===== config.mk =====
export PLATFORM = sky130hd
export DESIGN_NAME = bcd_timekeeper
export DESIGN_NICKNAME = d
export VERILOG_FILES = /design/src/rtl/bcd_tk_pkg.sv /design/src/rtl/tk_bcd_wrap.sv /design/src/rtl/tk_hour_step.sv /design/src/rtl/tk_wday_step.sv /design/src/rtl/tk_date_step.sv /design/src/rtl/bcd_timekeeper.sv
export SDC_FILE = /design/constraint.sdc
export NUM_CORES = 1
export LEC_CHECK = 0
export ABC_AREA = 1
export BUFFER_PORTS_ARGS = -buffer_cell sky130_fd_sc_hd__buf_4
export CAP_MARGIN = 20
export CORE_ASPECT_RATIO = 0.75
export CORE_MARGIN = 2
export CORE_UTILIZATION = 40
export CTS_BUF_LIST = sky130_fd_sc_hd__clkbuf_4 sky130_fd_sc_hd__clkbuf_8
export DETAILED_ROUTE_END_ITERATION = 10
export GPL_TIMING_DRIVEN = 0
export SYNTH_ARGS = -nofsm -noshare
export SYNTH_HDL_FRONTEND = slang
export SYNTH_HIERARCHICAL = 1
export SYNTH_SLANG_ARGS = --single-unit
export TNS_END_PERCENT = 1

===== constraint.sdc =====
create_clock -name clk -period 5.1 [get_ports clk]
set_input_delay 1.275 -clock clk [delete_from_list [all_inputs] [get_ports clk]]
set_output_delay 1.275 -clock clk [all_outputs]
set_load 0.1 [all_outputs]

===== src/rtl/bcd_tk_pkg.sv =====
package bcd_tk_pkg;

   // Increment of a valid packed BCD byte (no range check).
   function automatic logic [7:0] bcd_inc(input logic [7:0] v);
      if (v[3:0] >= 4'd9) return {v[7:4] + 4'd1, 4'd0};
      return {v[7:4], v[3:0] + 4'd1};
   endfunction

   // Year value (BCD 00..99) divisible by four: (2*tens + units) mod 4 == 0.
   function automatic logic leap_year(input logic [7:0] yr);
      logic [3:0] sum;
      sum = yr[3:0] + {2'b00, yr[4], 1'b0};
      return (sum[1:0] == 2'b00);
   endfunction

   // Last day of a month, as BCD.
   function automatic logic [7:0] month_last(input logic [7:0] mon, input logic [7:0] yr);
      case (mon)
         8'h02:                      return leap_year(yr) ? 8'h29 : 8'h28;
         8'h04, 8'h06, 8'h09, 8'h11: return 8'h30;
         default:                    return 8'h31;
      endcase
   endfunction

   // Range of the plain wrapping fields, by register index.
   function automatic logic [7:0] field_lo(input int idx);
      return (idx == 6) ? 8'h01 : 8'h00;
   endfunction

   function automatic logic [7:0] field_hi(input int idx);
      case (idx)
         0, 7:    return 8'h99;
         1, 2:    return 8'h59;
         6:       return 8'h12;
         default: return 8'h00;
      endcase
   endfunction

   // Value each register holds after reset.
   function automatic logic [7:0] reset_value(input int idx, input logic ctrl);
      case (idx)
         4:       return {2'b00, ctrl, ctrl, 4'h1};
         5, 6:    return 8'h01;
         default: return 8'h00;
      endcase
   endfunction

endpackage


===== src/rtl/tk_bcd_wrap.sv =====
module tk_bcd_wrap
   import bcd_tk_pkg::*;
#(
   parameter logic [7:0] LO = 8'h00,
   parameter logic [7:0] HI = 8'h99
) (
   input  logic [7:0] cur,
   input  logic       step,
   output logic [7:0] nxt,
   output logic       carry
);
   logic at_top;
   assign at_top = (cur >= HI);
   assign carry  = step && at_top;
   assign nxt    = !step ? cur : (at_top ? LO : bcd_inc(cur));
endmodule


===== src/rtl/tk_hour_step.sv =====
module tk_hour_step
   import bcd_tk_pkg::*;
(
   input  logic [7:0] cur,
   input  logic       step,
   output logic [7:0] nxt,
   output logic       carry
);
   always_comb begin
      nxt   = cur;
      carry = 1'b0;
      if (step) begin
         if (cur[7]) begin
            // 12-hour: 12, 01 .. 11; PM toggles entering 12
            if (cur[4:0] == 5'h11) begin
               nxt   = {cur[7:6], ~cur[5], 5'h12};
               carry = cur[5];
            end else if (cur[4:0] >= 5'h12) begin
               nxt = {cur[7:5], 5'h01};
            end else begin
               nxt = {cur[7:5], 5'(bcd_inc({3'b000, cur[4:0]}))};
            end
         end else begin
            if (cur[5:0] >= 6'h23) begin
               nxt   = {cur[7:6], 6'h00};
               carry = 1'b1;
            end else begin
               nxt = {cur[7:6], 6'(bcd_inc({2'b00, cur[5:0]}))};
            end
         end
      end
   end
endmodule


===== src/rtl/tk_wday_step.sv =====
module tk_wday_step (
   input  logic [7:0] cur,
   input  logic       step,
   output logic [7:0] nxt,
   output logic       carry
);
   logic [2:0] wd_next;
   assign wd_next = (cur[2:0] >= 3'd7) ? 3'd1 : cur[2:0] + 3'd1;
   assign nxt     = step ? {cur[7:3], wd_next} : cur;
   // The date advances together with the weekday.
   assign carry   = step;
endmodule


===== src/rtl/tk_date_step.sv =====
module tk_date_step
   import bcd_tk_pkg::*;
(
   input  logic [7:0] cur,
   input  logic       step,
   input  logic [7:0] month,
   input  logic [7:0] year,
   output logic [7:0] nxt,
   output logic       carry
);
   logic at_end;
   assign at_end = (cur >= month_last(month, year));
   assign carry  = step && at_end;
   assign nxt    = !step ? cur : (at_end ? 8'h01 : bcd_inc(cur));
endmodule


===== src/rtl/bcd_timekeeper.sv =====
module bcd_timekeeper
   import bcd_tk_pkg::*;
#(
   parameter int  NUM_REGS  = 8,
   parameter int  REG_W     = 8,
   parameter bit  CTRL_INIT = 1'b1,
   localparam int IDX_W     = $clog2(NUM_REGS)
) (
   input  logic             clk,
   input  logic             rst_n,
   input  logic             tick_100hz,
   input  logic             wr_en,
   input  logic [IDX_W-1:0] wr_idx,
   input  logic [REG_W-1:0] wr_data,
   input  logic [IDX_W-1:0] rd_idx,
   output logic [REG_W-1:0] rd_data,
   input  logic             ext_rst_n,
   output logic             xfer_abort
);
   localparam int WDAY_IDX = 4;
   localparam int OSC_BIT  = 5;
   localparam int RSTE_BIT = 4;

   if (NUM_REGS != 8) begin : g_bad_count
      $error("bcd_timekeeper: NUM_REGS must be 8");
   end
   if (REG_W != 8) begin : g_bad_width
      $error("bcd_timekeeper: REG_W must be 8");
   end

   logic [NUM_REGS-1:0][REG_W-1:0] regs;
   logic [NUM_REGS-1:0][REG_W-1:0] nxt_v;
   logic [NUM_REGS-1:0]            carry_v;
   logic [NUM_REGS-1:0]            step_v;
   logic                           adv;
   logic                           unused_year_carry;

   // A write cycle discards the tick for all fields.
   assign adv    = tick_100hz && !regs[WDAY_IDX][OSC_BIT] && !wr_en;
   assign step_v = {carry_v[NUM_REGS-2:0], adv};
   assign unused_year_carry = carry_v[NUM_REGS-1];

   for (genvar g = 0; g < NUM_REGS; g++) begin : g_field
      if (g == 3) begin : g_hour
         tk_hour_step u_step (
            .cur(regs[g]), .step(step_v[g]), .nxt(nxt_v[g]), .carry(carry_v[g]));
      end else if (g == WDAY_IDX) begin : g_wday
         tk_wday_step u_step (
            .cur(regs[g]), .step(step_v[g]), .nxt(nxt_v[g]), .carry(carry_v[g]));
      end else if (g == 5) begin : g_date
         tk_date_step u_step (
            .cur(regs[g]), .step(step_v[g]), .month(regs[6]), .year(regs[7]),
            .nxt(nxt_v[g]), .carry(carry_v[g]));
      end else begin : g_wrap
         tk_bcd_wrap #(.LO(field_lo(g)), .HI(field_hi(g))) u_step (
            .cur(regs[g]), .step(step_v[g]), .nxt(nxt_v[g]), .carry(carry_v[g]));
      end
   end

   always_ff @(posedge clk) begin
      if (!rst_n) begin
         for (int i = 0; i < NUM_REGS; i++) regs[i] <= reset_value(i, CTRL_INIT);
      end else if (wr_en) begin
         regs[wr_idx] <= wr_data;
      end else begin
         regs <= nxt_v;
      end
   end

   assign rd_data    = regs[rd_idx];
   assign xfer_abort = !ext_rst_n && !regs[WDAY_IDX][RSTE_BIT];
endmodule


# After elaboration in Yosys (flattened, before gate mapping)
# Index checks and enable logic that the tools add are counted.
[word_totals]
output_inout_bits = 9
wordCells = 161
in_bits = 19
reg_bits = 64
[classes]
n_mux = 61
bitwise = 1
eq_ne = 8
addsub = 17
reduce_logical = 37
magnitude_cmp = 19
[ops]
columns = ["op", "count"]
rows = [
  ["$mux W8", 29],
  ["$bwmux W64", 1],
  ["$mux W64", 1],
  ["$add A4 B1 Y4 const B", 13],
  ["$ge A4 B4 Y1 const B", 7],
  ["$bmux W8 S3", 1],
  ["$demux W8 S3", 1],
  ["$mux W1", 19],
  ["$mux W6", 3],
  ["$reduce_bool A3 Y1", 6],
  ["$eq A8 B3 Y1 const B", 2],
  ["$ge A8 B7 Y1 const B", 2],
  ["$ge A8 B8 Y1 const B", 2],
  ["$pmux W8 S2", 1],
  ["$mux W5", 3],
  ["$reduce_bool A2 Y1", 7],
  ["$reduce_and A2 Y1", 6],
  ["$logic_and A1 B1 Y1", 9],
  ["$eq A8 B2 Y1 const B", 1],
  ["$eq A8 B4 Y1 const B", 1],
  ["$eq A8 B5 Y1 const B", 1],
  ["$ge A8 B5 Y1 const B", 1],
  ["$ge A8 B8 Y1", 1],
  ["$lt A3 B4 Y1 const B", 2],
  ["other kinds (18)", 23],
]

# Longest topological paths before layout
# Gate-level depths: netlist of the first run.
[logic_depth]
depth_word = 13
mapped_depth = 33

# Hierarchy
# The synthesis of the first run kept the hierarchy.
[modules_own_cells]
columns = ["module", "n_inst", "area_per_inst_um2", "cells_per_inst"]
rows = [
  ["bcd_timekeeper", 1, 3839.9, 634],
  ["tk_bcd_wrap at g_field[1].g_wrap.u_step ...", 2, 300.3, 51],
  ["tk_bcd_wrap at g_field[0].g_wrap.u_step ...", 2, 295.3, 52],
  ["tk_date_step", 1, 566.8, 103],
  ["tk_hour_step", 1, 429.2, 76],
  ["tk_bcd_wrap at g_field[6].g_wrap.u_step", 1, 361.6, 65],
  ["tk_wday_step", 1, 133.9, 24],
]

# Worst setup path before layout of the first run
# OpenSTA, ideal clock, no wires.
[synth_timing]
path_type = "input -> register"
from = "in wr_en"
to = "reg regs[60] (netlist bit)"
cell_stages = 32
arrival_ns = 4.488
setup_time_ns = 0.110
n_path_buf = 8
slack_ns = 0.502
path_cell_list = "inv_2 -> buf_6 -> buf_2 -> nand2_1 -> nor2_1 -> nand2_2 -> inv_2 -> clkbuf_2 -> nand2_2 -> inv_2 -> clkbuf_2 -> nand2_2 -> inv_2 -> buf_12 -> o21ai_0 -> nor2_1 -> buf_4 -> buf_6 -> nand3_4 -> inv_2 -> clkbuf_8 -> nand2_4 -> inv_4 -> nand3_2 -> inv_2 -> nand2_1 -> nand2_1 -> nor2_1 -> nand2_1 -> nand3_1 -> nand2_1 -> inv_1"
[synth_between]
elab_chain_cells = 10
[synth_lines]
columns = ["element", "line_no", "text"]
rows = [
  ["start: declaration", "bcd_timekeeper.sv:12", "input logic wr_en,"],
  ["$logic_not A1 Y1", "bcd_timekeeper.sv:39", "assign adv = tick_100hz && !regs[WDAY_IDX][OSC_BIT] && !wr_en;"],
  ["$logic_and A1 B1 Y1", "bcd_timekeeper.sv:39", ""],
  ["net adv", "bcd_timekeeper.sv:35", "logic adv;"],
  ["$logic_and A1 B1 Y1", "tk_bcd_wrap.sv:14", "assign carry = step && at_top;"],
  ["net carry_v[0]", "bcd_timekeeper.sv:33", "logic [NUM_REGS-1:0] carry_v;"],
  ["$logic_and A1 B1 Y1", "tk_bcd_wrap.sv:14", ""],
  ["net carry_v[1]", "bcd_timekeeper.sv:33", ""],
  ["$logic_and A1 B1 Y1", "tk_bcd_wrap.sv:14", ""],
  ["net carry_v[2]", "bcd_timekeeper.sv:33", ""],
  ["$mux W1", "tk_hour_step.sv:12", "if (step) begin"],
  ["net carry_v[3]", "bcd_timekeeper.sv:33", ""],
  ["$logic_and A1 B1 Y1", "tk_date_step.sv:13", "assign carry = step && at_end;"],
  ["net carry_v[5]", "bcd_timekeeper.sv:33", ""],
  ["$logic_and A1 B1 Y1", "tk_bcd_wrap.sv:14", ""],
  ["net carry_v[6]", "bcd_timekeeper.sv:33", ""],
  ["$reduce_bool A2 Y1 (no source line)", "n/a", ""],
  ["$reduce_and A2 Y1 (no source line)", "n/a", ""],
  ["end signal: indexed assignment", "bcd_timekeeper.sv:64", "regs[wr_idx] <= wr_data;"],
  ["end signal: assignment", "bcd_timekeeper.sv:66", "regs <= nxt_v;"],
  ["end: declaration", "bcd_timekeeper.sv:31", "logic [NUM_REGS-1:0][REG_W-1:0] regs;"],
]
# The timed path passes the listed nets, and every way through them passes these cells. The select of a mux whose other input is x is not followed.
# A chain may end at the register's enable or synchronous reset.

# Worst setup path in the final report of the first run
[layout_timing]
from = "in wr_en"
to = "reg regs[63] (netlist bit)"
# The elaborated chain is that of the path after synthesis.

==> impl_metrics.json, run 1 <==
{
  "status": "finished clean",
  "finalMaxSlewViolations": 0,
  "ys_seq_area_share_pct": 19.6,
  "min-delay-path-class": "register to register",
  "cp-start-kind": "input pin",
  "yosys-top-cells-area": "nand2_1 (21%), dfxtp_1 (20%), nor2_1 (8.7%), ha_1 (8.1%), inv_1 (6.6%)",
  "die_area_mm2": 0.0174,
  "yosys.area.top_type": "nand2_1",
  "slew_headroom_pct": 60.1,
  "worst_pin_slew_ps": 598,
  "num_vias": 6693,
  "finalNonFillerCells": 1358,
  "core_area_mm2": 0.0160,
  "async_reset_ff_share_pct": 0,
  "vdd_drop_max_uv": 126,
  "layout-drive-gt1-share_pct": 16.4,
  "grt_setup_unrepaired": "false",
  "final_cell_area_mm2": 0.00722,
  "crit_required_ps": 5420,
  "antenna_found_initial": 0,
  "syn_area_mm2": 0.00652,
  "period_minus_slack_ps": 4650,
  "cts_buffer_depth": 2,
  "power_leakage_nw": 3.71,
  "path_max_fanout": 10,
  "top_regs": "regs: 64 flops",
  "synth_most_common_cell": "nand2_1",
  "clkLatencyLatePin_ps": 370,
  "vias_per_cell": 4.93,
  "grt_pass1_wl_um": 32300,
  "cp_common_cell": "inv_2",
  "first_pass_iters": 5,
  "dpl.hpwl_um": 15400,
  "synthCells": 1108,
  "wirelength_um": 20100,
  "hold_viol_final": 0,
  "synth_nets": 1169,
  "syn_to_final_growth_pct": 10.7,
  "placed_area_mm2": 0.00695,
  "cts_sinks": 64,
  "placed_cells": 1340,
  "slowest_delay_ps": 260,
  "clkTransAtPathRegs_ps": 80,
  "cts_buffers": 9,
  "rows": 40,
  "synth_common_cells": "nand2_1 (369), nor2_1 (152), inv_1 (114), nand3_1 (84), dfxtp_1 (64)",
  "grt_usage_pct": 24.1,
  "drt_iter0_drc": 586,
  "cts_root_buf": "clkbuf_8",
  "dieHeight_um": 115,
  "fin_crit_sh_pct": 91.1,
  "fin_nets": 1204,
  "grt_max_degree": 12,
  "avgRoutedWirePerCell_um": 14.8,
  "diodes": 0,
  "start_util_pct": 40.9,
  "tritoncts": "yes",
  "die_w_um": 151,
  "regMostFlops": "regs",
  "drc_errors": 0,
  "ys_seq_elements": 64,
  "ant_nets": 0,
  "synth_top_area_share_pct": 21.2,
  "largest_reg_flops": 64,
  "fmax_mhz": 215,
  "yosys_warnings": 6,
  "synth_edf_count": 0,
  "finalSetupViolations": 0,
  "crit_slowest_cell": "nor2_2",
  "ioPinCount": 28,
  "io_buffer_count": 22,
  "critPathKind": "input pin to register",
  "htree_num_levels": 3,
  "finalClockSkew_ps": 16.1,
  "drv_cap": 0,
  "avgSynthCellArea_um2": 5.89,
  "powerDensity_mw_per_mm2": 204,
  "grt_overflow": 0,
  "gp_congestion": 0.879,
  "ys_types": 44,
  "worst_setup_path_end_kind": "register",
  "grt_pass1_vias": 6060,
  "crit_arrival_ps": 4970,
  "ys.flop_type": "dfxtp_1"
}
==> stage by stage <==
stage | utilization [%] | hold WS [ps] | worst slack [ps] | power [mW] | TNS, ps
after CTS | 45.0 | 516 | 9.19 | 1.47 | 0
after floorplan | - | 469 | 502 | 0.834 | 0
after global placement | 43.5 | 505 | -671 | 0.935 | -8150
after global routing | 45.2 | 551 | 109 | 1.54 | 0
after detailed placement | 43.5 | 504 | -660 | 0.937 | -7810
final | 45.2 | 513 | 452 | 1.47 | 0
==> final cells by class <==
| type | instances | area [µm²] |
|---|---|---|
| Buffer | 46 | 338 |
| Clock buffer | 12 | 159 |
| Clock inverter | 4 | 76.3 |
| Fill cell | 1744 | 8750 |
| Inverter | 147 | 561 |
| Multi-Input combinational cell | 850 | 4350 |
| Sequential cell | 64 | 1280 |
| Tap cell | 210 | 263 |
| Timing Repair Buffer | 25 | 188 |
==> routing by layer <==
metal	vias to the layer above	routed length, µm	global-route usage (%)
li1	3511	-	-
met1	3015	10400	36.9
met2	145	8430	35.9
met3	22	990	2.91
met4	0	285	5.17
met5	-	0	0
==> cell families after synthesis <==
| logic type | count (synthesis) | share of synthesized area (%) |
|---|---|---|
| AND/OR/NAND/NOR | 689 | 47.2 |
| buffers and inverters | 194 | 13.8 |
| adder cells (fa/ha/maj) | 42 | 8.06 |
| XOR/XNOR | 11 | 1.48 |
| flip-flops | 64 | 19.6 |
| AO/OA/AOI/OAI | 108 | 9.82 |
==> report_power, final <==
part / total [mW] / internal [mW] / leakage [nW] / switching [mW]
sequential: 0.568 / 0.523 / 0.523 / 0.0452
clock: 0.538 / 0.309 / 0.116 / 0.229
combinational: 0.363 / 0.117 / 3.07 / 0.247
total: 1.47 / 0.948 / 3.71 / 0.521
==> worst max-delay path, delay by kind of cell <==
| kind | cells | cell delay, ps |
|---|---|---|
| buffers and inverters | 16 | 2040 |
| and+or+nand+nor | 13 | 1390 |
| AOI/OAI and AO/OA | 2 | 220 |
==> worst paths after layout <==
| check | from | end | slack (ps) | cells past startpoint |
|---|---|---|---|---|
| min | regs[54]$_SDFFE_PN0P_ | regs[54]$_SDFFE_PN0P_ | 510 | 2 |
| max | wr_en | regs[63]$_SDFFE_PN0P_ | 450 | 31 |
| max reg2reg | regs[0]$_SDFFE_PN0P_ | regs[63]$_SDFFE_PN0P_ | 1200 | 30 |
| min reg2reg | regs[54]$_SDFFE_PN0P_ | regs[54]$_SDFFE_PN0P_ | 510 | 2 |
==> cells in the final DEF, fill, tap and decap left out, types with 2 or more instances in the layout <==
master     Yosys  routed
a21boi_0       7       7
a21oi_1       15      15
a21oi_2        2       2
a21oi_4        2       2
buf_2         12      11
buf_4         16      41
buf_6          8       8
bufinv_16      0       2
clkbuf_1       6       6
clkbuf_4       0       2
clkbuf_8       1      12
dfxtp_1       64      64
ha_1          42      42
inv_1        114     114
inv_2         29      28
inv_4          2       3
nand2_1      369     369
nand2_2       20      20
nand2_4       11      11
nand3_1       84      84
nand3_2       16      16
nand4_1       16      16
nor2_1       152     150
nor2_2        10      11
nor2_4         2       3
nor2_8         2       2
nor3_1         2       2
o211ai_1       5       5
o21ai_0       51      51
o21ai_1       17      17
o21ai_2        3       3
o21ai_4        2       2
o22ai_1        3       3
xnor2_1        4       4
xor2_1         7       7
==> repair_timing <==
action,4_1_cts,5_1_grt
pin swaps,1,2
gates resized for setup,2,3
cloned,0,0
endpoints found under the setup margin,14,12
buffers inserted,0,3
hold buffers,0,0
Note: power is estimated with default switching activity, not from simulation.
==> inputs of run 2 (changes only) <==
Settings changed: CTS_CLUSTER_DIAMETER from default to 200.
Clock period 5.1 ns to 4 ns, I/O delays scaled along.
==> run 2 against run 1 <==
Effect of this change:
- utilization up 0.79 points
- sequential power up 28%
- combinational power up 29%
- largest cell class unchanged
- highest routed layer unchanged
==> impl_metrics.json, run 2 (same netlist as run 1, synthesis figures left out) <==
{
  "die_w_um": 151,
  "min-delay-path-class": "register to register",
  "cpLargestDelayFamily": "buffers and inverters",
  "ioPinCount": 28,
  "dieHeight_um": 115,
  "finalMaxSlewViolations": 0,
  "top_regs": "regs: 64 flops",
  "drv_cap": 0,
  "seqCellArea_mm2": 0.00128,
  "status": "finished clean",
  "crit_arrival_ps": 4060,
  "cts_buffer_depth": 2,
  "fin_util_pct": 46.0,
  "final_cell_area_mm2": 0.00734,
  "grt_use_met1_pct": 35.7,
  "clkPwrFrac_pct": 37.9,
  "io_buffer_count": 22,
  "drc_errors": 0,
  "syn_to_final_growth_pct": 12.6,
  "regMostFlops": "regs",
  "crit_slowest_cell": "clkbuf_8",
  "antenna_found_initial": 0,
  "avgRoutedWirePerCell_um": 15.0,
  "htree_num_levels": 3,
  "wirelength_um": 20500,
  "slew_headroom_pct": 58.6,
  "fin_nets": 1212,
  "grt_overflow": 0,
  "path_max_fanout": 10,
  "grt-busiest-layer": "met2",
  "grt_pass1_wl_um": 32600,
  "core_area_mm2": 0.0160,
  "fin_crit_sh_pct": 93.8,
  "critPathKind": "input pin to register",
  "power.total_mw": 1.93,
  "seqPwrFrac_pct": 37.7,
  "largest_reg_flops": 64,
  "placed_area_mm2": 0.00698,
  "power_switching_mw": 0.660,
  "cts_buffers": 9,
  "placed_cells": 1340,
  "tritoncts": "yes",
  "path_buf_inv": 16,
  "fmax_mhz": 267,
  "hold_viol_final": 0,
  "num_vias": 6796,
  "worst_setup_path_end_kind": "register",
  "cts_sinks": 64,
  "slowest_delay_ps": 160,
  "p_comb_share_pct": 24.4,
  "first_pass_iters": 8,
  "crit_required_ps": 4310,
  "grt_max_degree": 14,
  "fill_cells": 1754,
  "gp_congestion": 0.898,
  "grt_use_met3_pct": 3.90,
  "grt_usage_pct": 24.3,
  "drt_iter0_drc": 484,
  "start_util_pct": 40.9,
  "cts_hold_buf": 0,
  "diodes": 0,
  "dpl.hpwl_um": 15500,
  "layout-drive-gt1-share_pct": 17.0,
  "rows": 40,
  "clkLatencyLatePin_ps": 360,
  "finalClockSkew_ps": 20.1,
  "cts_root_buf": "clkbuf_8",
  "met2_usage_pct": 37.2,
  "p_sw_share_pct": 34.3,
  "ant_nets": 0,
  "finalSetupViolations": 0,
  "finalNonFillerCells": 1366,
  "p_int_mw": 1.27,
  "worst_pin_slew_ps": 621,
  "power_leakage_nw": 3.77,
  "powerDensity_mw_per_mm2": 262,
  "cp_common_cell": "inv_2",
  "period_minus_slack_ps": 3750,
  "vias_per_cell": 4.98,
  "cp-start-kind": "input pin",
  "final_common_cell": "nand2_1",
  "vdd_drop_max_uv": 164,
  "final_cell_mix": "nand2_1 (369), nor2_1 (149), inv_1 (114)",
  "multi_input_area_mm2": 0.00436,
  "clkTransAtPathRegs_ps": 80,
  "die_area_mm2": 0.0174,
  "grt_pass1_vias": 6083
}
-- run 2: cell types whose count changed in the layout (fill, tap and decap cells not counted), sizes merged --
cell    delta
bufinv     +1
clkbuf     -2
buf        +9
-- run 2: metrics by stage --
stage               TNS, ps  hold slack (ps)  setup slack, ps
finish                    0              521              248
detailed placement   -17290              512            -1040
CTS                       0              524             76.6
floorplan                 0              469             7.47
global placement     -16650              508            -1020
global route          -6.05              550            -6.05
-- run 2: layout make-up --
type	instances	area share (%)
clock inverter	5	1.40
multi-input combinational	850	59.4
buffer	45	4.89
timing repair buffer	34	3.53
inverter	147	7.70
tap	210	3.58
clock buffer	11	2.06
sequential	64	17.4
-- run 2: power groups by stage --
stage / logic [mW] / clock network (mW) / registers [mW]
global placement: 0.456 / 0 / 0.739
detailed placement: 0.460 / 0 / 0.739
floorplan: 0.347 / 0 / 0.718
global route: 0.520 / 0.756 / 0.731
finish: 0.470 / 0.731 / 0.725
CTS: 0.464 / 0.737 / 0.724
-- run 2: routing by layer --
layer	up-vias	wire length [µm]	share of wire (%)
met3	25	1240	6.1
li1	3533	-	-
met2	182	8800	43
met4	0	291	1.4
met1	3056	10100	50
met5	-	0	0
-- run 2: timing repair --
item / CTS / global route
resized for setup: 6 / 4
setup buffers: 4 / 8
endpoints found under the setup margin: 23 / 8
pin swaps: 3 / 1
-- run 2: final timing paths --
check	start	end	depth (start not counted)	slack, ps
worst min-delay path	regs[54]$_SDFFE_PN0P_	regs[54]$_SDFFE_PN0P_	2	520
worst max-delay path	wr_en	regs[63]$_SDFFE_PN0P_	31	250
worst max register to register	regs[0]$_SDFFE_PN0P_	regs[63]$_SDFFE_PN0P_	30	530
worst min register to register	regs[54]$_SDFFE_PN0P_	regs[54]$_SDFFE_PN0P_	2	520
-- run 2: worst reg2reg max path, delay by kind of cell, from the launching register on --
kind                       cells  cell delay [ps]
AOI/OAI and AO/OA              2              180
DFF                            1              480
buffers and inverters         13             1380
adders and majority gates      1              210
and+or+nand+nor               14             1160
==> inputs of run 3 (changes only) <==
--- a/config.mk
+++ b/config.mk
@@ -11,5 +11,5 @@
 export CORE_ASPECT_RATIO = 0.75
 export CORE_MARGIN = 2
-export CORE_UTILIZATION = 40
+export CORE_UTILIZATION = 45
 export CTS_BUF_LIST = sky130_fd_sc_hd__clkbuf_4 sky130_fd_sc_hd__clkbuf_8
 export CTS_CLUSTER_DIAMETER = 200
==> constraint.sdc (replaced) <==
create_clock -name clk -period 4 [get_ports clk]
set_input_delay 0.4 -clock clk [delete_from_list [all_inputs] [get_ports clk]]
set_output_delay 0.4 -clock clk [all_outputs]
set_load 0.1 [all_outputs]
==> run 3 against run 2 <==
Effect of this change:
- via count fell by 1.4%
- clock skew shrank 12 ps
- combinational power is 2% lower
- wire length fell by 2.8%
- critical path type is now register to register
- critical endpoint unchanged
- highest routed layer unchanged
==> impl_metrics.json, run 3 (same netlist as run 1, synthesis figures left out) <==
{
  "drc_errors": 0,
  "dpl.hpwl_um": 15100,
  "hold_viol_final": 0,
  "cts_buffers": 9,
  "grt_max_degree": 12,
  "cts_root_buf": "clkbuf_8",
  "worst_setup_path_end_kind": "register",
  "tritoncts": "yes",
  "start_util_pct": 45.6,
  "finalSetupTns_ps": 0,
  "ioPinCount": 28,
  "period_minus_slack_ps": 3620,
  "first_pass_iters": 5,
  "min_from": "wr_data[2]",
  "regToRegSetupSlack_ps": 380,
  "cpLargestDelayFamily": "buffers and inverters",
  "power.total_mw": 1.80,
  "layout-drive-gt1-share_pct": 16.5,
  "vias_per_cell": 4.98,
  "ant_nets": 0,
  "grt_setup_unrepaired": "false",
  "io_buffer_count": 22,
  "grt_pass1_vias": 6107,
  "rr_worst_depth": 30,
  "crit_slowest_cell": "dfxtp_2",
  "final_cell_mix": "nand2_1 (369), nor2_1 (150), inv_1 (114)",
  "r2r_start": "regs[0]$_SDFFE_PN0P_",
  "grt_pass1_wl_um": 32200,
  "holdWs_ps": 384,
  "cp-start-kind": "register",
  "diodes": 0,
  "wirelength_um": 19900,
  "placed_cells": 1330,
  "min_to": "regs[34]$_SDFFE_PN0P_",
  "power_leakage_nw": 3.69,
  "rows": 38,
  "dieHeight_um": 108,
  "cts_sinks": 64,
  "status": "finished clean",
  "worst_pin_slew_ps": 736,
  "fmax_mhz": 277,
  "htree_num_levels": 3,
  "finalSetupViolations": 0,
  "crit_arrival_ps": 3940,
  "whs_path_depth": 5,
  "finalClockSkew_ps": 8.45,
  "finalMaxSlewViolations": 0,
  "path_buf_inv": 13,
  "grt_overflow": 0,
  "gp_congestion": 0.909,
  "final_common_cell": "nand2_1",
  "clkLatencyLatePin_ps": 380,
  "fill_cells": 1615,
  "critPathKind": "register to register",
  "r2r_end": "regs[63]$_SDFFE_PN0P_",
  "die_w_um": 143,
  "core_area_mm2": 0.0143,
  "syn_to_final_growth_pct": 9.84,
  "antenna_found_initial": 0,
  "path_max_fanout": 10,
  "cp_common_cell": "nand2_2",
  "top_regs": "regs: 64 flops",
  "min-delay-path-class": "input pin to register",
  "drv_cap": 0,
  "cts_buffer_depth": 2,
  "die_area_mm2": 0.0155,
  "vdd_drop_max_uv": 163,
  "slew_headroom_pct": 50.9,
  "cts_hold_buf": 0,
  "crit_required_ps": 4320,
  "slowest_delay_ps": 410,
  "grt_usage_pct": 27.1,
  "avgRoutedWirePerCell_um": 14.8,
  "regMostFlops": "regs",
  "num_vias": 6702,
  "finalNonFillerCells": 1345,
  "fin_crit_sh_pct": 90.4,
  "fin_nets": 1201,
  "clkTransAtPathRegs_ps": 80,
  "drt_iter0_drc": 521,
  "powerDensity_mw_per_mm2": 252,
  "largest_reg_flops": 64
}
## run 3: cell types whose count changed in the layout (fill, tap and decap cells not counted), moves of 2 or more
| cell | change |
|---|---|
| buf_4 | -8 |
| dfxtp_1 | -4 |
| dfxtp_2 | +4 |
| buf_8 | -2 |
| bufinv_16 | -2 |
| clkbuf_4 | +2 |
| inv_4 | +2 |
## run 3: through the flow
stage | utilization [%] | setup WS (ps) | instance area (µm²)
6_report | 50.1 | 385 | 7160
5_1_grt | 50.1 | 39.2 | 7160
4_1_cts | 50.1 | 8.25 | 7170
3_5_place_dp | 48.5 | -917 | 6940
3_3_place_gp | 48.5 | -932 | 6940
2_1_floorplan | - | 277 | 6520
## run 3: how the worst max path moves through the flow
| stage | from | end | slack [ps] | cells after the start |
|---|---|---|---|---|
| after floorplan | wr_en | regs[60]$_SDFFE_PN0P_ | 280 | 32 |
| after global placement | wr_en | regs[63]$_SDFFE_PN0P_ | -930 | 32 |
| after detailed placement | wr_en | regs[60]$_SDFFE_PN0P_ | -920 | 33 |
| after CTS | wr_en | regs[63]$_SDFFE_PN0P_ | 8 | 33 |
| after global routing | regs[0]$_SDFFE_PN0P_ | regs[63]$_SDFFE_PN0P_ | 40 | 30 |
| final | regs[0]$_SDFFE_PN0P_ | regs[63]$_SDFFE_PN0P_ | 380 | 30 |
## run 3: layout make-up
class,instances,area (µm²),area share [%]
clock inverters,3,40.0,0.559
plain buffers,44,325,4.54
inverters,147,563,7.86
multi-input cells,850,4350,60.8
repair buffers,24,180,2.51
flip-flops and latches,64,1290,18.0
clock buffers,13,166,2.32
well taps,200,250,3.49
## run 3: layer usage
layer | vias up | routed length [µm] | global-route usage [%]
met5 | - | 0 | 0
met4 | 0 | 297 | 7.07
met3 | 18 | 1180 | 4.65
met2 | 170 | 8480 | 41.5
met1 | 3000 | 9940 | 39.2
li1 | 3514 | - | -
## run 3: tightest hold or removal path: stages
cell and delay [ps]:
buf_4 90, nand2_4 60, nand2_1 60, nor2_1 40
nor2_1 80
## run 3: timing repair
item,CTS,global route
gates resized for setup,4,5
setup buffers,2,0
endpoints found under the setup margin,16,15
pin swaps,1,0
## run 3: power by group
| part | switching, mW | leakage [nW] | internal [mW] | total (mW) |
|---|---|---|---|---|
| Sequential | 0.0564 | 0.524 | 0.667 | 0.724 |
| Combinational | 0.314 | 3.05 | 0.148 | 0.462 |
| Clock | 0.285 | 0.110 | 0.334 | 0.619 |
